## src/rtl/mdio_c22_pkg.sv

```systemverilog
package mdio_c22_pkg;
  localparam int DATA_W = 16;
  localparam int ADDR_W = 5;
  localparam int BASE_W = ADDR_W - 1;

  localparam logic [1:0] OP_READ  = 2'b10;
  localparam logic [1:0] OP_WRITE = 2'b01;

  typedef enum logic [2:0] {
    ST_HUNT,
    ST_START,
    ST_OP,
    ST_ADDR,
    ST_TA_WR,
    ST_WDATA,
    ST_RD
  } frame_state_e;
endpackage

```

## src/rtl/mdio_c22_sync.sv

```systemverilog
module mdio_c22_sync #(
  parameter int STAGES = 2
) (
  input  logic clk,
  input  logic rst_n,
  input  logic mdc,
  input  logic mdio_in,
  output logic mdc_rise,
  output logic mdc_fall,
  output logic mdio_bit
);
  logic [STAGES-1:0] mdc_s;
  logic [STAGES-1:0] mdio_s;
  logic              mdc_d;

  always_ff @(posedge clk or negedge rst_n) begin
    if (!rst_n) begin
      mdc_s  <= '0;
      mdio_s <= '1;
      mdc_d  <= 1'b0;
    end else begin
      mdc_s  <= {mdc_s[STAGES-2:0], mdc};
      mdio_s <= {mdio_s[STAGES-2:0], mdio_in};
      mdc_d  <= mdc_s[STAGES-1];
    end
  end

  assign mdc_rise = mdc_s[STAGES-1] & ~mdc_d;
  assign mdc_fall = ~mdc_s[STAGES-1] & mdc_d;
  assign mdio_bit = mdio_s[STAGES-1];
endmodule

```

## src/rtl/mdio_c22_tx.sv

```systemverilog
module mdio_c22_tx
  import mdio_c22_pkg::*;
(
  input  logic              clk,
  input  logic              rst_n,
  input  logic              load,
  input  logic [DATA_W-1:0] load_data,
  input  logic              fall,
  output logic              busy,
  output logic              mdio_o,
  output logic              mdio_oe
);
  localparam int CNT_W = $clog2(DATA_W + 3);
  localparam logic [CNT_W-1:0] LAST_DATA = CNT_W'(DATA_W + 1);

  logic              busy_q, busy_d;
  logic              oe_q, oe_d;
  logic              o_q, o_d;
  logic [CNT_W-1:0]  cnt_q, cnt_d;
  logic [DATA_W-1:0] data_q, data_d;

  always_comb begin
    busy_d = busy_q;
    oe_d   = oe_q;
    o_d    = o_q;
    cnt_d  = cnt_q;
    data_d = data_q;
    if (load) begin
      busy_d = 1'b1;
      oe_d   = 1'b0;
      o_d    = 1'b0;
      cnt_d  = '0;
      data_d = load_data;
    end else if (busy_q && fall) begin
      cnt_d = cnt_q + CNT_W'(1);
      if (cnt_q == '0) begin
        oe_d = 1'b0;
      end else if (cnt_q == CNT_W'(1)) begin
        oe_d = 1'b1;
        o_d  = 1'b0;
      end else if (cnt_q <= LAST_DATA) begin
        oe_d   = 1'b1;
        o_d    = data_q[DATA_W-1];
        data_d = {data_q[DATA_W-2:0], 1'b0};
      end else begin
        oe_d   = 1'b0;
        o_d    = 1'b0;
        busy_d = 1'b0;
      end
    end
  end

  always_ff @(posedge clk or negedge rst_n) begin
    if (!rst_n) begin
      busy_q <= 1'b0;
      oe_q   <= 1'b0;
      o_q    <= 1'b0;
      cnt_q  <= '0;
      data_q <= '0;
    end else begin
      busy_q <= busy_d;
      oe_q   <= oe_d;
      o_q    <= o_d;
      cnt_q  <= cnt_d;
      data_q <= data_d;
    end
  end

  assign busy    = busy_q;
  assign mdio_o  = o_q;
  assign mdio_oe = oe_q;
endmodule

```

## src/rtl/mdio_c22_fsm.sv

```systemverilog
module mdio_c22_fsm
  import mdio_c22_pkg::*;
#(
  parameter int PRE_MIN = 32
) (
  input  logic              clk,
  input  logic              rst_n,
  input  logic              rise,
  input  logic              bit_in,
  input  logic [BASE_W-1:0] port_base,
  input  logic              tx_busy,
  output logic [ADDR_W-1:0] reg_addr,
  output logic              reg_ch,
  output logic [DATA_W-1:0] wdata,
  output logic              rd_pulse,
  output logic              wr_pulse
);
  localparam int PRE_BITS = $clog2(PRE_MIN + 1);
  localparam int CNT_W    = (PRE_BITS > $clog2(DATA_W)) ? PRE_BITS : $clog2(DATA_W);
  localparam int AF_W     = 2 * ADDR_W;
  localparam logic [CNT_W-1:0] PRE_CNT  = CNT_W'(PRE_MIN);
  localparam logic [CNT_W-1:0] ADDR_END = CNT_W'(AF_W - 1);
  localparam logic [CNT_W-1:0] DATA_END = CNT_W'(DATA_W - 1);

  frame_state_e      state_q, state_d;
  logic [CNT_W-1:0]  cnt_q, cnt_d;
  logic [DATA_W-1:0] sh_q, sh_d;
  logic              is_rd_q, is_rd_d;
  logic [ADDR_W-1:0] addr_q, addr_d;
  logic              ch_q, ch_d;
  logic              rd_q, rd_d;
  logic              wr_q, wr_d;
  logic [AF_W-1:0]   addr_field;
  logic [1:0]        op_field;

  assign addr_field = {sh_q[AF_W-2:0], bit_in};
  assign op_field   = {sh_q[0], bit_in};

  always_comb begin
    state_d = state_q;
    cnt_d   = cnt_q;
    sh_d    = sh_q;
    is_rd_d = is_rd_q;
    addr_d  = addr_q;
    ch_d    = ch_q;
    rd_d    = 1'b0;
    wr_d    = 1'b0;
    unique case (state_q)
      ST_HUNT: if (rise) begin
        if (bit_in) begin
          if (cnt_q != PRE_CNT) cnt_d = cnt_q + CNT_W'(1);
        end else begin
          if (cnt_q == PRE_CNT) state_d = ST_START;
          cnt_d = '0;
        end
      end
      ST_START: if (rise) begin
        state_d = bit_in ? ST_OP : ST_HUNT;
        cnt_d   = '0;
      end
      ST_OP: if (rise) begin
        sh_d = {sh_q[DATA_W-2:0], bit_in};
        if (cnt_q == CNT_W'(1)) begin
          cnt_d = '0;
          if (op_field == OP_READ) begin
            is_rd_d = 1'b1;
            state_d = ST_ADDR;
          end else if (op_field == OP_WRITE) begin
            is_rd_d = 1'b0;
            state_d = ST_ADDR;
          end else begin
            state_d = ST_HUNT;
          end
        end else begin
          cnt_d = cnt_q + CNT_W'(1);
        end
      end
      ST_ADDR: if (rise) begin
        sh_d = {sh_q[DATA_W-2:0], bit_in};
        if (cnt_q == ADDR_END) begin
          cnt_d = '0;
          if (addr_field[AF_W-1:ADDR_W+1] == port_base) begin
            addr_d = addr_field[ADDR_W-1:0];
            ch_d   = addr_field[ADDR_W];
            if (is_rd_q) begin
              state_d = ST_RD;
              rd_d    = 1'b1;
            end else begin
              state_d = ST_TA_WR;
            end
          end else begin
            state_d = ST_HUNT;
          end
        end else begin
          cnt_d = cnt_q + CNT_W'(1);
        end
      end
      ST_TA_WR: if (rise) begin
        if (bit_in != (cnt_q == '0)) begin
          state_d = ST_HUNT;
          cnt_d   = '0;
        end else if (cnt_q == CNT_W'(1)) begin
          state_d = ST_WDATA;
          cnt_d   = '0;
        end else begin
          cnt_d = cnt_q + CNT_W'(1);
        end
      end
      ST_WDATA: if (rise) begin
        sh_d = {sh_q[DATA_W-2:0], bit_in};
        if (cnt_q == DATA_END) begin
          wr_d    = 1'b1;
          state_d = ST_HUNT;
          cnt_d   = '0;
        end else begin
          cnt_d = cnt_q + CNT_W'(1);
        end
      end
      ST_RD: if (!rd_q && !tx_busy) begin
        state_d = ST_HUNT;
        cnt_d   = '0;
      end
      default: begin
        state_d = ST_HUNT;
        cnt_d   = '0;
      end
    endcase
  end

  always_ff @(posedge clk or negedge rst_n) begin
    if (!rst_n) begin
      state_q <= ST_HUNT;
      cnt_q   <= '0;
      sh_q    <= '0;
      is_rd_q <= 1'b0;
      addr_q  <= '0;
      ch_q    <= 1'b0;
      rd_q    <= 1'b0;
      wr_q    <= 1'b0;
    end else begin
      state_q <= state_d;
      cnt_q   <= cnt_d;
      sh_q    <= sh_d;
      is_rd_q <= is_rd_d;
      addr_q  <= addr_d;
      ch_q    <= ch_d;
      rd_q    <= rd_d;
      wr_q    <= wr_d;
    end
  end

  assign reg_addr = addr_q;
  assign reg_ch   = ch_q;
  assign wdata    = sh_q;
  assign rd_pulse = rd_q;
  assign wr_pulse = wr_q;
endmodule

```

## src/rtl/mdio_c22_slave.sv

```systemverilog
module mdio_c22_slave
  import mdio_c22_pkg::*;
#(
  parameter int PRE_MIN     = 32,
  parameter int SYNC_STAGES = 2
) (
  input  logic              clk,
  input  logic              rst_n,
  input  logic [BASE_W-1:0] port_base,
  input  logic              mdc,
  input  logic              mdio_i,
  output logic              mdio_o,
  output logic              mdio_oe,
  output logic [ADDR_W-1:0] reg_addr,
  output logic              reg_ch,
  output logic [DATA_W-1:0] reg_wdata,
  output logic              reg_wr,
  output logic              reg_rd,
  input  logic [DATA_W-1:0] reg_rdata,
  input  logic              reg_exists,
  input  logic              reg_ro
);
  logic              mdc_rise;
  logic              mdc_fall;
  logic              mdio_bit;
  logic              tx_busy;
  logic              wr_pulse;
  logic [DATA_W-1:0] rd_value;

  mdio_c22_sync #(.STAGES(SYNC_STAGES)) u_sync (
    .clk      (clk),
    .rst_n    (rst_n),
    .mdc      (mdc),
    .mdio_in  (mdio_i),
    .mdc_rise (mdc_rise),
    .mdc_fall (mdc_fall),
    .mdio_bit (mdio_bit)
  );

  mdio_c22_fsm #(.PRE_MIN(PRE_MIN)) u_fsm (
    .clk       (clk),
    .rst_n     (rst_n),
    .rise      (mdc_rise),
    .bit_in    (mdio_bit),
    .port_base (port_base),
    .tx_busy   (tx_busy),
    .reg_addr  (reg_addr),
    .reg_ch    (reg_ch),
    .wdata     (reg_wdata),
    .rd_pulse  (reg_rd),
    .wr_pulse  (wr_pulse)
  );

  assign rd_value = reg_exists ? reg_rdata : '0;
  assign reg_wr   = wr_pulse & reg_exists & ~reg_ro;

  mdio_c22_tx u_tx (
    .clk       (clk),
    .rst_n     (rst_n),
    .load      (reg_rd),
    .load_data (rd_value),
    .fall      (mdc_fall),
    .busy      (tx_busy),
    .mdio_o    (mdio_o),
    .mdio_oe   (mdio_oe)
  );
endmodule

```

## config.mk

```make
export PLATFORM = sky130hd
export DESIGN_NAME = mdio_c22_slave
export DESIGN_NICKNAME = d
export VERILOG_FILES = /design/src/rtl/mdio_c22_pkg.sv /design/src/rtl/mdio_c22_sync.sv /design/src/rtl/mdio_c22_tx.sv /design/src/rtl/mdio_c22_fsm.sv /design/src/rtl/mdio_c22_slave.sv
export SDC_FILE = /design/constraint.sdc
export NUM_CORES = 1
export LEC_CHECK = 0
export BUFFER_PORTS_ARGS = -buffer_cell sky130_fd_sc_hd__buf_4
export CAP_MARGIN = 20
export CORE_MARGIN = 1.5
export CORE_UTILIZATION = 50
export DETAILED_ROUTE_END_ITERATION = 10
export GPL_ROUTABILITY_DRIVEN = 0
export GPL_TIMING_DRIVEN = 0
export PLACE_DENSITY = 0.7
export SYNTH_ARGS = -nofsm -noshare
export SYNTH_HDL_FRONTEND = slang
export SYNTH_HIERARCHICAL = 1
export SYNTH_SLANG_ARGS = --single-unit
export TNS_END_PERCENT = 30
```

## constraint.sdc

```tcl
create_clock -name clk -period 2 [get_ports clk]
set_clock_uncertainty 0.15 [all_clocks]
set_input_delay 0.4 -clock clk [delete_from_list [all_inputs] [get_ports clk]]
set_output_delay 0.4 -clock clk [all_outputs]
set_load 0.005 [all_outputs]
```

==> run summary <==
layout cell share with drive strength beyond 1 -> 0.414
n_diodes -> 0
Final setup viols -> 6
core area -> 6420 µm²
critical path arrival -> 2.09 ns
Register-to-Register Path Depth -> 6
most common cell after layout, fill and taps aside -> buf_4
worst slack, placed -> -0.275 ns
utilization after layout -> 0.672
Synth async-reset ratio -> 1.00
pwr dens -> 620 nW/µm²
first drt pass iteration count -> 7
grt peak-use layer -> met2
Synth Register Bits -> 63
largest net degree at the start of global routing -> 64
Main synth FF type -> dfrtp_1
root buffer cell -> clkbuf_8
max-slew violations -> 0
Slew @ Worst Pin -> 0.771 ns
Routed Antenna Nets -> 0
gr usage total -> 0.215
Die Span Y -> 85.1 µm
average instance area after synthesis -> 10.5 µm²
Die Wd -> 85.1 µm
Leakage -> 1.99 nW
Synth Net Count -> 355
grt met1 use -> 0.263
# hold bufs at CTS -> 0
clock slew seen by the registers of the worst setup and hold paths -> 0.07 ns
initial antenna violation count -> 0
commonest cells after routing, fill and taps aside -> buf_4 (67), dfrtp_1 (57), a21oi_1 (26), mux2_2 (22), nor2b_1 (17)
Remaining Overflow, GRT -> 0
min-delay worst type -> input port to asynchronous set/reset pin
outcome -> finished, violations left
slowest stage delay, CP -> 0.44 ns
Hold Vio Cnt, Final -> 5
post-synthesis sequential area ratio -> 0.469
Num CTS Buffers -> 9
clock sink total -> 63
Clock Latency Late Sink -> 0.32 ns
post-DR vias/cell -> 5.82
critical path required time -> 2.06 ns
synth warn -> 6
post-synthesis cell count -> 322
RSZ-0062 raised after global routing -> true
grt met2 use -> 0.374
met3 usage -> 0.0574
Post-Syn Area -> 3370 µm²
CTS H-tree lvls -> 3
failing checks -> DRC, hold timing, setup timing
reg-to-reg critical path endpoint -> u_fsm/reg_addr[0]
Filler cells -> 499
Area Overhead vs Synth -> 28.1%
# IOs -> 52
reg-to-reg startpoint -> u_fsm/state_q[2]
CP Max Fanout -> 7
Setup CP Type -> flip-flop to flip-flop
CP cell instances -> and2b_2 > nand3_2 > nor4_4 > nand4_1 > buf_6 > mux2_2
worst reg-to-reg setup slack -> -0.03 ns
final worst slack -> -0.0272 ns
First DRT Iteration DRCs -> 127
number of distinct library cells after synthesis -> 56
first-pass GRT wire length -> 12.5 mm
Worst VDD drop -> 0.540 mV
CTS tree -> done
Worst setup SP type -> flip-flop
WHS -> -0.00243 ns
Final Critical Period -> 2.03 ns
Port-buffer cells -> 51
EDFF count, synth -> 0
post-detail-place hpwl -> 4.94 mm
placement row count -> 29
Routed WL -> 7.65 mm
Slowest-stage cell, CP -> dfrtp_2
number of global-route vias before repair -> 2,722
fmax -> 493 MHz
max_cap viols -> 0
DRC violations left -> 1
Nets -> 435
slew margin rel. -> 0.486
die area -> 7240 µm²
WL/cell -> 15.8 µm
Setup crit end kind -> flip-flop
period utilization -> 1.01
CTS Buffer Depth -> 2
Initial Util -> 0.525
routed vias -> 2,809
logic make-up (layout without fill, tap and decap cells):
| kind of cell | Yosys count | count (layout) | synth area share |
|---|---|---|---|
| AND/OR/NAND/NOR | 101 | 101 | 0.191 |
| XOR/XNOR | 8 | 8 | 0.0208 |
| flip-flops | 63 | 63 | 0.469 |
| multiplexers | 25 | 25 | 0.0824 |
| AO/OA/AOI/OAI | 92 | 92 | 0.174 |
| adder cells (fa/ha/maj) | 7 | 7 | 0.0260 |
| buffers and inverters | 26 | 110 | 0.0375 |
registers in the layout, indices dropped and copies added, names as in the netlist, 2 cells and up:
| signal | count |
|---|---|
| u_fsm/cnt_q | 6 |
| u_fsm/reg_addr | 5 |
| u_fsm/state_q | 3 |
| u_fsm/wdata | 16 |
| u_sync/mdc_s | 2 |
| u_sync/mdio_s | 2 |
| u_tx/cnt_q | 5 |
| u_tx/data_q | 16 |
area by class of cell:
type	count	area, µm²	area share
buffer	16	97.6	0.0226
clock buffer	11	141	0.0328
inverter	10	37.5	0.00870
multi-input combinational	233	1810	0.419
timing repair buffer	69	529	0.123
clock inverter	4	22.5	0.00522
tap	77	96.3	0.0223
sequential	63	1580	0.367
report_power, final:
group	leakage (nW)	switching (mW)	internal [mW]
registers	0.772	0.0239	1.30
logic	1.13	0.208	0.220
clock network	0.0850	0.453	0.470
repair_timing:
| item | CTS | global route |
|---|---|---|
| gates cloned | 0 | 0 |
| resized for setup | 12 | 27 |
| pin swaps | 3 | 12 |
| endpoints found under the setup margin | 27 | 36 |
| setup buffers | 7 | 11 |
| endpoints found under the hold margin | 0 | 0 |
cells in the mapped netlist, drive strengths merged, types with 2 or more instances:
master / count / area [µm²]
o211ai: 2 / 20.0
xnor2: 2 / 17.5
xor2: 6 / 52.6
and3b: 2 / 18.8
a21o: 9 / 67.6
mux2i: 3 / 30.0
nor4: 3 / 31.3
and2: 17 / 121
ha: 7 / 87.6
inv: 10 / 37.5
nand4: 4 / 25.0
nand2: 13 / 48.8
nor3: 2 / 10.0
dfrtp: 61 / 1530
nor2: 15 / 56.3
a31oi: 16 / 100
a21oi: 26 / 130
dfstp: 2 / 52.6
and2b: 2 / 16.3
a32oi: 2 / 17.5
buf: 11 / 70.1
mux2: 22 / 248
clkbuf: 5 / 18.8
a211oi: 3 / 35.0
nand2b: 5 / 31.3
nor2b: 18 / 113
o21ai: 22 / 114
nand4b: 3 / 41.3
nor4b: 3 / 41.3
a22oi: 4 / 30.0
nand3: 10 / 55.1
worst max-delay path: cells and delay by family, from the launching register on:
kind	cells	cell delay, ns
and+or+nand+nor	4	0.88
DFF	1	0.44
muxes	1	0.27
buffers and inverters	1	0.19
worst max path at each step:
stage,cells after the start,slack (ns),startpoint,end
after floorplan,7,0.06,u_fsm/cnt_q[1],u_fsm/state_q[1]
after global placement,5,-0.29,u_fsm/state_q[2],u_fsm/reg_addr[4]
after detailed placement,5,-0.27,u_fsm/state_q[2],u_fsm/reg_addr[2]
after CTS,7,0.003,u_fsm/cnt_q[0],u_fsm/state_q[0]
after global routing,6,-0.11,u_fsm/state_q[1],u_fsm/cnt_q[0]
final,6,-0.03,u_fsm/state_q[2],u_fsm/reg_addr[0]
stage by stage:
step	std cells	area [µm²]	power (mW)	TNS, ns
floorplan	322	3370	1.53	0
global placement	450	3850	1.64	-3.49
CTS	472	4120	2.63	0
global route	483	4320	2.81	-1.92
finish	483	4320	2.68	-0.149
detailed placement	450	3850	1.64	-3.85
metal layers:
| layer | share of wire | wire [µm] |
|---|---|---|
| met1 | 0.41 | 3170 |
| met2 | 0.53 | 4080 |
| met3 | 0.043 | 326 |
| met4 | 0.0097 | 74 |
| met5 | 0 | 0 |
Note: power is estimated with default switching activity, not from simulation.
